<file path="src/rtl/emac_regbank_pkg.sv">
package emac_regbank_pkg;

    localparam int NREG     = 20;
    localparam int REG_AW   = 5;
    localparam int INT_W    = 7;
    localparam int MODE_RXEN = 0;
    localparam int MODE_TXEN = 1;
    localparam int MODE_RST  = 11;

    localparam logic [REG_AW-1:0] IDX_MODE     = 5'd0;
    localparam logic [REG_AW-1:0] IDX_INT_SRC  = 5'd1;
    localparam logic [REG_AW-1:0] IDX_INT_MASK = 5'd2;
    localparam logic [REG_AW-1:0] IDX_IPGT     = 5'd3;
    localparam logic [REG_AW-1:0] IDX_IPGR1    = 5'd4;
    localparam logic [REG_AW-1:0] IDX_IPGR2    = 5'd5;
    localparam logic [REG_AW-1:0] IDX_PKTLEN   = 5'd6;
    localparam logic [REG_AW-1:0] IDX_COLL     = 5'd7;
    localparam logic [REG_AW-1:0] IDX_TXBD     = 5'd8;
    localparam logic [REG_AW-1:0] IDX_CTRL     = 5'd9;
    localparam logic [REG_AW-1:0] IDX_MGMT_MOD = 5'd10;
    localparam logic [REG_AW-1:0] IDX_MGMT_CMD = 5'd11;
    localparam logic [REG_AW-1:0] IDX_MGMT_ADR = 5'd12;
    localparam logic [REG_AW-1:0] IDX_MGMT_TXD = 5'd13;
    localparam logic [REG_AW-1:0] IDX_MGMT_RXD = 5'd14;
    localparam logic [REG_AW-1:0] IDX_MGMT_STS = 5'd15;
    localparam logic [REG_AW-1:0] IDX_STA0     = 5'd16;
    localparam logic [REG_AW-1:0] IDX_STA1     = 5'd17;
    localparam logic [REG_AW-1:0] IDX_HASH_LO  = 5'd18;
    localparam logic [REG_AW-1:0] IDX_HASH_HI  = 5'd19;

    localparam logic [7:0] TXBD_RESET = 8'h40;
    localparam logic [8:0] RING_RESET = {TXBD_RESET, 1'b0};

    typedef struct packed {
        logic              hit;
        logic [REG_AW-1:0] idx;
    } reg_sel_t;

    typedef struct packed {
        logic rx_start;
        logic rx_stop;
        logic tx_start;
        logic tx_stop;
    } eng_pulse_t;

    function automatic logic [31:0] reg_reset(input logic [REG_AW-1:0] idx);
        case (idx)
            IDX_MODE:     return 32'h0000_A000;
            IDX_IPGT:     return 32'h0000_0012;
            IDX_IPGR1:    return 32'h0000_000C;
            IDX_IPGR2:    return 32'h0000_0012;
            IDX_PKTLEN:   return 32'h003C_0600;
            IDX_COLL:     return 32'h000F_003F;
            IDX_MGMT_MOD: return 32'h0000_0064;
            IDX_TXBD:     return {24'h0, TXBD_RESET};
            default:      return 32'h0;
        endcase
    endfunction

    function automatic logic [31:0] reg_mask(input logic [REG_AW-1:0] idx);
        case (idx)
            IDX_MODE:     return 32'h0001_F7FF;
            IDX_INT_SRC,
            IDX_INT_MASK,
            IDX_IPGT,
            IDX_IPGR1,
            IDX_IPGR2:    return 32'h0000_007F;
            IDX_COLL:     return 32'h003F_003F;
            IDX_TXBD:     return 32'h0000_00FF;
            IDX_CTRL,
            IDX_MGMT_CMD,
            IDX_MGMT_STS: return 32'h0000_0007;
            IDX_MGMT_MOD: return 32'h0000_01FF;
            IDX_MGMT_ADR: return 32'h0000_1F1F;
            IDX_MGMT_TXD,
            IDX_MGMT_RXD,
            IDX_STA1:     return 32'h0000_FFFF;
            default:      return 32'hFFFF_FFFF;
        endcase
    endfunction

endpackage

</file>
<file path="src/rtl/emac_rb_decode.sv">
module emac_rb_decode
    import emac_regbank_pkg::*;
#(
    parameter int ADDR_W   = 11,
    parameter int BD_BASE  = 'h400,
    parameter int BD_WORDS = 128,
    localparam int BD_AW   = $clog2(BD_WORDS)
) (
    input  logic [ADDR_W-1:0] addr,
    output reg_sel_t          sel,
    output logic              bd_hit,
    output logic [BD_AW-1:0]  bd_idx
);
    localparam int WORD_W = ADDR_W - 2;
    localparam logic [WORD_W-1:0] BD_FIRST = WORD_W'(BD_BASE / 4);
    localparam logic [WORD_W-1:0] BD_END   = WORD_W'(BD_BASE / 4 + BD_WORDS);

    logic [WORD_W-1:0] word;
    logic              aligned;

    always_comb begin
        word    = addr[ADDR_W-1:2];
        aligned = (addr[1:0] == 2'b00);
        sel.hit = aligned && (word < WORD_W'(NREG));
        sel.idx = word[REG_AW-1:0];
        bd_hit  = aligned && (word >= BD_FIRST) && (word < BD_END);
        bd_idx  = BD_AW'(word - BD_FIRST);
    end
endmodule

</file>
<file path="src/rtl/emac_rb_bdram.sv">
module emac_rb_bdram #(
    parameter int WORDS = 128,
    localparam int AW   = $clog2(WORDS)
) (
    input  logic          clk,
    input  logic          we,
    input  logic          re,
    input  logic [AW-1:0] idx,
    input  logic [31:0]   wdata,
    output logic [31:0]   rdata
);
    logic [31:0] mem [WORDS];

    always_ff @(posedge clk) begin
        if (we) mem[idx] <= wdata;
        if (re) rdata <= mem[idx];
    end
endmodule

</file>
<file path="src/rtl/emac_rb_regs.sv">
module emac_rb_regs
    import emac_regbank_pkg::*;
(
    input  logic              clk,
    input  logic              rst,
    input  logic              we,
    input  reg_sel_t          sel,
    input  logic [31:0]       wdata,
    input  logic [INT_W-1:0]  evt_set,
    output logic [31:0]       rd_word,
    output logic [31:0]       mode,
    output logic [INT_W-1:0]  int_src,
    output logic [INT_W-1:0]  int_mask,
    output logic [6:0]        ipgt,
    output logic [6:0]        ipgr1,
    output logic [6:0]        ipgr2,
    output logic [31:0]       pktlen,
    output logic [31:0]       coll,
    output logic [7:0]        txbd,
    output logic [47:0]       station,
    output logic [63:0]       hash,
    output logic [8:0]        ring_idx,
    output eng_pulse_t        pulse
);
    logic [NREG-1:0][31:0] regq;
    logic                  wr_hit;
    logic                  mode_wr;
    logic                  soft_rst;
    logic [31:0]           mode_next;
    logic [31:0]           evt_word;

    assign wr_hit    = we && sel.hit;
    assign mode_wr   = wr_hit && (sel.idx == IDX_MODE);
    assign soft_rst  = mode_wr && wdata[MODE_RST];
    assign mode_next = soft_rst ? reg_reset(IDX_MODE) : (wdata & reg_mask(IDX_MODE));
    assign evt_word  = {{(32-INT_W){1'b0}}, evt_set};

    for (genvar i = 0; i < NREG; i++) begin : g_reg
        localparam logic [REG_AW-1:0] IDX = REG_AW'(i);
        localparam logic [31:0] RVAL = reg_reset(IDX);
        localparam logic [31:0] MSK  = reg_mask(IDX);
        logic [31:0] q;

        if (IDX == IDX_INT_SRC) begin : g_w1c
            always_ff @(posedge clk) begin
                if (rst || soft_rst)
                    q <= RVAL;
                else if (wr_hit && sel.idx == IDX)
                    q <= (q & ~(wdata & MSK)) | (evt_word & MSK);
                else
                    q <= q | (evt_word & MSK);
            end
        end else begin : g_rw
            always_ff @(posedge clk) begin
                if (rst || soft_rst)
                    q <= RVAL;
                else if (wr_hit && sel.idx == IDX)
                    q <= wdata & MSK;
            end
        end

        assign regq[i] = q;
    end

    always_ff @(posedge clk) begin
        if (rst || soft_rst)
            ring_idx <= RING_RESET;
        else if (wr_hit && sel.idx == IDX_TXBD)
            ring_idx <= {wdata[7:0], 1'b0};
    end

    always_ff @(posedge clk) begin
        if (rst) begin
            pulse <= '0;
        end else if (mode_wr) begin
            pulse.rx_start <=  mode_next[MODE_RXEN] && !mode[MODE_RXEN];
            pulse.rx_stop  <= !mode_next[MODE_RXEN] &&  mode[MODE_RXEN];
            pulse.tx_start <=  mode_next[MODE_TXEN] && !mode[MODE_TXEN];
            pulse.tx_stop  <= !mode_next[MODE_TXEN] &&  mode[MODE_TXEN];
        end else begin
            pulse <= '0;
        end
    end

    always_comb begin
        rd_word = '0;
        for (int i = 0; i < NREG; i++)
            if (sel.hit && sel.idx == REG_AW'(i)) rd_word = regq[i];
    end

    assign mode     = regq[IDX_MODE];
    assign int_src  = regq[IDX_INT_SRC][INT_W-1:0];
    assign int_mask = regq[IDX_INT_MASK][INT_W-1:0];
    assign ipgt     = regq[IDX_IPGT][6:0];
    assign ipgr1    = regq[IDX_IPGR1][6:0];
    assign ipgr2    = regq[IDX_IPGR2][6:0];
    assign pktlen   = regq[IDX_PKTLEN];
    assign coll     = regq[IDX_COLL];
    assign txbd     = regq[IDX_TXBD][7:0];
    assign station  = {regq[IDX_STA1][15:0], regq[IDX_STA0]};
    assign hash     = {regq[IDX_HASH_HI], regq[IDX_HASH_LO]};
endmodule

</file>
<file path="src/rtl/emac_regbank.sv">
module emac_regbank
    import emac_regbank_pkg::*;
#(
    parameter int ADDR_W   = 11,
    parameter int BD_BASE  = 'h400,
    parameter int BD_WORDS = 128
) (
    input  logic              clk,
    input  logic              rst,
    input  logic              wr_en,
    input  logic              rd_en,
    input  logic [ADDR_W-1:0] addr,
    input  logic [31:0]       wdata,
    output logic [31:0]       rdata,
    output logic              rvalid,
    input  logic [INT_W-1:0]  evt_set,
    output logic [31:0]       mode_o,
    output logic [INT_W-1:0]  int_src_o,
    output logic [INT_W-1:0]  int_mask_o,
    output logic [6:0]        ipgt_o,
    output logic [6:0]        ipgr1_o,
    output logic [6:0]        ipgr2_o,
    output logic [15:0]       min_len_o,
    output logic [15:0]       max_len_o,
    output logic [31:0]       coll_cfg_o,
    output logic [7:0]        tx_bd_cnt_o,
    output logic [8:0]        rx_ring_idx_o,
    output logic [47:0]       station_addr_o,
    output logic [63:0]       hash_o,
    output logic              rx_start_o,
    output logic              rx_stop_o,
    output logic              tx_start_o,
    output logic              tx_stop_o
);
    localparam int BD_AW = $clog2(BD_WORDS);

    reg_sel_t          sel;
    logic              bd_hit;
    logic [BD_AW-1:0]  bd_idx;
    logic [31:0]       reg_word;
    logic [31:0]       bd_word;
    logic [31:0]       pktlen;
    logic [31:0]       reg_rd_q;
    logic              sel_bd_q;
    eng_pulse_t        pulse;

    emac_rb_decode #(
        .ADDR_W  (ADDR_W),
        .BD_BASE (BD_BASE),
        .BD_WORDS(BD_WORDS)
    ) u_decode (
        .addr  (addr),
        .sel   (sel),
        .bd_hit(bd_hit),
        .bd_idx(bd_idx)
    );

    emac_rb_regs u_regs (
        .clk     (clk),
        .rst     (rst),
        .we      (wr_en),
        .sel     (sel),
        .wdata   (wdata),
        .evt_set (evt_set),
        .rd_word (reg_word),
        .mode    (mode_o),
        .int_src (int_src_o),
        .int_mask(int_mask_o),
        .ipgt    (ipgt_o),
        .ipgr1   (ipgr1_o),
        .ipgr2   (ipgr2_o),
        .pktlen  (pktlen),
        .coll    (coll_cfg_o),
        .txbd    (tx_bd_cnt_o),
        .station (station_addr_o),
        .hash    (hash_o),
        .ring_idx(rx_ring_idx_o),
        .pulse   (pulse)
    );

    emac_rb_bdram #(
        .WORDS(BD_WORDS)
    ) u_bdram (
        .clk  (clk),
        .we   (wr_en && bd_hit),
        .re   (rd_en && bd_hit),
        .idx  (bd_idx),
        .wdata(wdata),
        .rdata(bd_word)
    );

    always_ff @(posedge clk) begin
        if (rst) begin
            rvalid   <= 1'b0;
            sel_bd_q <= 1'b0;
            reg_rd_q <= '0;
        end else begin
            rvalid   <= rd_en;
            sel_bd_q <= rd_en && bd_hit;
            if (rd_en) reg_rd_q <= reg_word;
        end
    end

    assign rdata      = sel_bd_q ? bd_word : reg_rd_q;
    assign min_len_o  = pktlen[31:16];
    assign max_len_o  = pktlen[15:0];
    assign rx_start_o = pulse.rx_start;
    assign rx_stop_o  = pulse.rx_stop;
    assign tx_start_o = pulse.tx_start;
    assign tx_stop_o  = pulse.tx_stop;
endmodule

</file>
<file path="config.mk">
export PLATFORM = sky130hd
export DESIGN_NAME = emac_regbank
export DESIGN_NICKNAME = d
export VERILOG_FILES = /design/src/rtl/emac_regbank_pkg.sv /design/src/rtl/emac_rb_decode.sv /design/src/rtl/emac_rb_bdram.sv /design/src/rtl/emac_rb_regs.sv /design/src/rtl/emac_regbank.sv
export SDC_FILE = /design/constraint.sdc
export NUM_CORES = 2
export LEC_CHECK = 0
export BUFFER_PORTS_ARGS = -buffer_cell sky130_fd_sc_hd__buf_2
export CAP_MARGIN = 10
export CORE_ASPECT_RATIO = 1.5
export CORE_MARGIN = 2
export CORE_UTILIZATION = 50
export CTS_CLUSTER_DIAMETER = 200
export CTS_CLUSTER_SIZE = 25
export DETAILED_ROUTE_END_ITERATION = 12
export PLACE_DENSITY = 0.68
export SETUP_SLACK_MARGIN = 0.5
export SLEW_MARGIN = 25
export SYNTH_ARGS = -nofsm -noshare
export SYNTH_HDL_FRONTEND = slang
export SYNTH_SLANG_ARGS = --single-unit
</file>
<file path="constraint.sdc">
create_clock -name clk -period 5.4 [get_ports clk]
set_input_delay 0.27 -clock clk [delete_from_list [all_inputs] [get_ports clk]]
set_output_delay 0.27 -clock clk [all_outputs]
set_load 0.01 [all_outputs]
</file>
* After elaboration in Yosys (flattened, before gate mapping) *
Memories as Yosys holds them, arrays and structs flattened. A register that Yosys moved wholly into a read port is not among the register bits.
Index checks and enable logic that the tools add are counted.
W data, S select, Z words.

storage, ports and cells
  bits in registers = 338
  bits in writable memories = 4,096
  bits of input ports = 54
  output and inout port bits = 297
  memories kept = 1

operators by class
  $add $sub $neg = 1
  order comparisons = 3
  equality and inequality tests = 19
  muxes and demuxes = 25
  bitwise operators = 5
  reductions and logical operators = 59

memory list
  memory       words  bits a word  read ports  clocked after Yosys merged registers in  wr ports  RTL line             RTL
  u_bdram.mem  128    32           1           1                                        1         emac_rb_bdram.sv:12  logic [31:0] mem [WORDS];

operators with widths
  operator               count
  $mux W32               21
  $or A32 B7 Y32         2
  $logic_and A1 B1 Y1    51
  $eq A5 B4 Y1 const B   8
  $and A32 B32 Y32       1
  $not A7 Y32            1
  $eq A5 B3 Y1 const B   4
  $eq A5 B5 Y1 const B   4
  $mux W17               1
  $eq A5 B2 Y1 const B   2
  $ge A9 B9 Y1 const B   1
  $lt A9 B5 Y1 const B   1
  $lt A9 B9 Y1 const B   1
  $sub A7 B1 Y7 const B  1
  $eq A5 B1 Y1 const B   1
  $logic_not A5 Y1       1
  $logic_not A1 Y1       4
  $logic_not A2 Y1       1
  $mux W1                2
  $mux W2                1
  $reduce_or A2 Y1       1
  $logic_or A1 B1 Y1     1
  $not A1 Y1             1

* Logic depth before layout (Yosys ltp) *
  word-level depth = 23
  mapped depth = 12
  mapped depth without buffers = 6

* Modules after synthesis *
From an unflattened synthesis, not the netlist that was laid out.

unflattened totals
  cells, all modules = 10,809
  area total of the unflattened synthesis = 172,535.5 um^2

by module, submodules not included
  module          times used  cells an instance  area an instance (um^2)
  emac_rb_bdram   1           8,954              157,577.4
  emac_rb_regs    1           1,692              13,068.8
  emac_regbank    1           146                1,765.4
  emac_rb_decode  1           17                 123.9

* Least setup slack after synthesis *
No wires, ideal clock.

  path type = in2reg
  start = in addr[2]
  end = mem u_bdram.mem[28][0], enable pin
  setup time = 0.421 ns
  arrival time = 3.308 ns
  path slack = 1.670 ns
  stages on the path = 10
  buffers on the path = 7
  cells stage by stage = buf_4 > buf_6 > buf_6 > buf_4 > buf_4 > buf_4 > nor2_2 > nand3_1 > buf_2 > nor2_1

between the ends
  longest elaborated chain between the ends = 6
  elaborated cells between the ends (all ways) = 8
  classes of those cells = add/sub: 1; order compare: 2; mux: 2; reduce/logical: 3

ends and longest elaborated chain
  item                               RTL line              RTL
  from (decl)                        emac_regbank.sv:12    input logic [ADDR_W-1:0] addr,
  $ge A9 B9 Y1                       emac_rb_decode.sv:26  bd_hit = aligned && (word >= BD_FIRST) && (word < BD_END);
  $logic_and A1 B1 Y1 (2 in series)  emac_rb_decode.sv:26
  $logic_and A1 B1 Y1                emac_regbank.sv:85    .we (wr_en && bd_hit),
  $mux W1                            emac_rb_bdram.sv:15   if (we) mem[idx] <= wdata;
  $mux W1 (implied by the code)      emac_rb_bdram.sv:15
  to (decl)                          emac_rb_bdram.sv:12

Parallel ways exist; a longest one is shown, timed or not.

* Worst setup path in the final report *
  start = in addr[3]
  end = reg u_bdram.rdata[23], read port of u_bdram.mem, data pin

between the ends
  longest elaborated chain between the ends = 4
  elaborated cells between the ends (all ways) = 6
  classes of those cells = add/sub: 1; order compare: 2; reduce/logical: 3

ends and longest elaborated chain
  item                               RTL line              RTL
  $ge A9 B9 Y1                       emac_rb_decode.sv:26
  $logic_and A1 B1 Y1 (2 in series)  emac_rb_decode.sv:26
  $logic_and A1 B1 Y1                emac_regbank.sv:86    .re (rd_en && bd_hit),
  to (decl)                          emac_rb_bdram.sv:10   output logic [31:0] rdata

Parallel ways exist; a longest one is shown, timed or not.
A chain may end at the register's enable or synchronous reset.

==> results.tsv <==
metric	value	unit
outcome	complete, but fails checks	
violations in the final reports	antenna violations	
number of buffers inserted for hold repair after clock tree synthesis	46	
top cell type's share of synthesized area	72.1	%
flops & latches, synth	4441	
count of input and output buffers	313	
WP data arrival	4.16	ns
share of total power in the clock network	29.2	%
final worst clock skew	0.0538	ns
number of antenna violations at the first check in global routing	50	
Yosys warning count	0	
post-synthesis cell count	8832	
remaining design rule violation count	0	
Multi-input gate area	0.0399	mm^2
cell type group with the largest total delay on the critical path	buffers and inverters	
worst supply voltage drop on vdd	0.274	mV
number of vias in the routed layout	92653	
headroom to the max-slew limit	9.41	%
leading cell type in the layout, fill and taps excluded	edfxtp_1	
wire length of the first global-routing pass	727	mm
Root Buffer Master	clkbuf_16	
final wirelength	534	mm
beginning of the worst register-to-register path	u_bdram.mem[39][13]	
Non-Filler Instances	13844	
WS Path Type	input pin to flop	
detail-routed via count per cell	6.69	
Hold Fails Final Rpt	0	
DIE AREA	0.348	mm^2
CP max-delay cell	o21ai_0	
share of the cycle needed by the critical path after routing	65.3	%
CP Launch Point	addr[3]	
minimum setup slack in the final design	1.87	ns
max-slew violation count	0	
static leakage power	59.2	nW
commonest cells after routing, fill and taps aside	4,128 x edfxtp_1, 971 x mux4_2, 726 x nand2_1	
worst min-delay path category	input pin to flop	
global-route usage over all layers	30.3	%
aggregate global routing overflow	0	
sum of buffers and inverters on the critical path	3	
core area	0.342	mm^2
number of gates on the worst path with buffers counted	8	
GP Congestion	0.943	
RSZ-0062 raised after global routing	false	
buffer count from post-CTS setup fixing	0	
share of layout cells above drive strength 1	23.4	%
share of synthesized area occupied by flip-flops and latches	75.8	%
combinational power share	6.4	%
Initial DRC Count	14536	
count of fill cells added during filler insertion	25578	
final worst hold slack	0.0792	ns
Area contributors post-synth	edfxtp_1 72%, mux4_2 13%, dfxtp_1 3.6%, mux2i_1 2.1%, nand2_1 1.6%	
Total Nets Final	9319	
CP Cell Sequence	buf_12 > buf_4 > buf_4 > mux4_2 > mux2i_1 > o211ai_1 > o21ai_0 > nand4_1	
largest buffer count on any clock path	4	
Antenna Nets Post-Route	1	
setup violators final	0	
area occupied by registers	0.130	mm^2
share of total power consumed by net switching	21.9	%
H-tree level count	4	
critical path data required time	6.04	ns
Cell Pwr Density	312	mW/mm^2
placed standard-cell area	0.181	mm^2
number of unique standard cell types used by synthesis	77	
element type at the critical path start	input pin	
capturing point of the worst reg2reg path	u_bdram.rdata[13]	
number of top-level design ports	351	
area of all placed cells without fillers	0.187	mm^2
Setup crit end	u_bdram.rdata[23]	
largest driver fanout on the critical path	81	
number of synthesized flops with an enable pin	4128	
Design Power	58.4	mW
actual slew at the worst max-slew pin	1.36	ns
Post-Place Worst Slack	1.05	ns
most area-hungry cell type in the Yosys netlist	edfxtp_1	
delay of the slowest cell on the worst path	1.04	ns
total instance count after detailed placement	13512	
largest net degree at the start of global routing	145	
register-to-register setup slack	2.34	ns
Tmin final	3.53	ns
quantity of gates resized following cts	0	
Area Growth Syn to Fin	9.04	%
cell type with the highest occurrence count on the critical path	buf_4	
clock tree from TritonCTS	done	
sw power	12.8	mW
clock latency on the worst-skew pair	0.95	ns
proportion of register bits with asynchronous set or reset after synthesis	0	%
cell-internal power	45.6	mW
via count of the first global-routing pass	89382	
Post-synth top flop	edfxtp_1	
sequential power share	64.4	%
die height	722	um
category of the worst setup path capture point	flop	
drt first pass iters	7	
Hold Path Depth	4	
number of buffers created by CTS	203	
average size of a mapped cell	19.5	um^2
cell area after synthesis	0.172	mm^2
Final HPWL DP	335	mm
clock-pin slew reported for the worst setup and hold paths after clock tree synthesis	0.10	ns
Std-Cell Rows	263	
detail-routed net length per standard cell	38.6	um
r2r worst-path depth	7	
Max Cap Viol	0	
Fmax achieved	0.283	GHz
Die X-Extent	483	um
number of clock sinks	4441	
starting density of the core	50.3	%
[cell usage after synthesis (5+ instances only)]
library cell  count
a211oi_1         28
a32o_1           19
nand3_1         157
o22ai_1          59
o21a_1           20
a32oi_1           6
nand2_1         733
nor2b_1          14
a21oi_1         305
nor2_1          482
and3_1           23
nor3_1           15
o32ai_1           7
o21ai_0          36
buf_2           227
inv_1             7
edfxtp_1       4128
mux2_2           59
or2_2             5
buf_1            32
mux4_2          971
o211ai_1         27
o2111ai_1         5
buf_4           122
nand2b_1         14
mux2i_1         365
nand4_1          22
a22oi_1         130
a211o_1          18
a22o_1           26
a221oi_1        105
o2bb2ai_1         5
clkbuf_1        192
buf_6            19
o221ai_1          9
and2_1            9
o22a_1            5
nor4_1           40
a2111oi_0         7
dfxtp_1         313
[sequential cells by signal, indices dropped and copies added, names as in the netlist]
| name | flops |
|---|---|
| rvalid | 1 |
| reg_rd_q | 32 |
| u_regs.g.q | 207 |
| sel_bd_q | 1 |
| u_bdram.mem | 4096 |
| u_bdram.rdata | 32 |
| u_regs.coll | 12 |
| u_regs.pktlen | 32 |
| u_regs.mode | 16 |
| u_regs.pulse | 4 |
| u_regs.ring_idx | 8 |
[metal layers]
metal  vias up  wire length (um)  GRT usage (%)
li1      36368                 -              -
met1     48719            181000           37.8
met2      6284            254000           48.3
met3      1254             55000           5.91
met4        28             44200           20.0
met5         -               213              0
[final cells by class]
cell class / instances / area share (%)
clock buffers: 228 / 2.78
well taps: 4505 / 3.01
diodes: 45 / 0.0601
multi-input cells: 3827 / 21.3
flip-flops and latches: 4441 / 69.5
repair buffers: 784 / 3.31
inverters: 8 / 0.0200
clock inverters: 6 / 0.0434
[worst min-delay path, cell delays in order]
cell           delay, ns
dlygate4sd3_1       0.51
buf_2               0.10
a21oi_1             0.03
nor2_1              0.07
[worst min path at each step]
stage                               start                     to  slack [ns]
detailed placement  u_regs.g_reg[14].q[7]  u_regs.g_reg[14].q[7]        0.45
global route                        wr_en        u_regs.pulse[3]        0.11
global placement    u_regs.g_reg[14].q[7]  u_regs.g_reg[14].q[7]        0.44
CTS                            evt_set[2]   u_regs.g_reg[1].q[2]        0.03
finish                         evt_set[5]   u_regs.g_reg[1].q[5]        0.08
floorplan                        wdata[0]      u_bdram.mem[0][0]        0.37
[cell families after synthesis]
kind of cell           synth area share [%]
other                               0.00218
and+or+nand+nor                        3.80
AOI/OAI and AO/OA                      3.35
buffers and inverters                  1.83
DFF                                    75.8
muxes                                  15.2
[through the flow]
step	utilization [%]	TNS, ns
6_report	54.8	0
5_1_grt	54.8	0
4_1_cts	54.7	0
3_5_place_dp	53.0	0
3_3_place_gp	53.0	-0.564
2_1_floorplan	-	0
[power groups by stage]
stage / logic, mW / registers (mW) / clock network (mW)
after global routing: 3.83 / 37.6 / 18.2
after global placement: 3.60 / 38.3 / 0
after detailed placement: 3.66 / 38.4 / 0
final: 3.75 / 37.6 / 17.1
after floorplan: 1.78 / 38.3 / 0
after CTS: 3.70 / 37.6 / 17.2
Note: power is estimated with default switching activity, not from simulation.
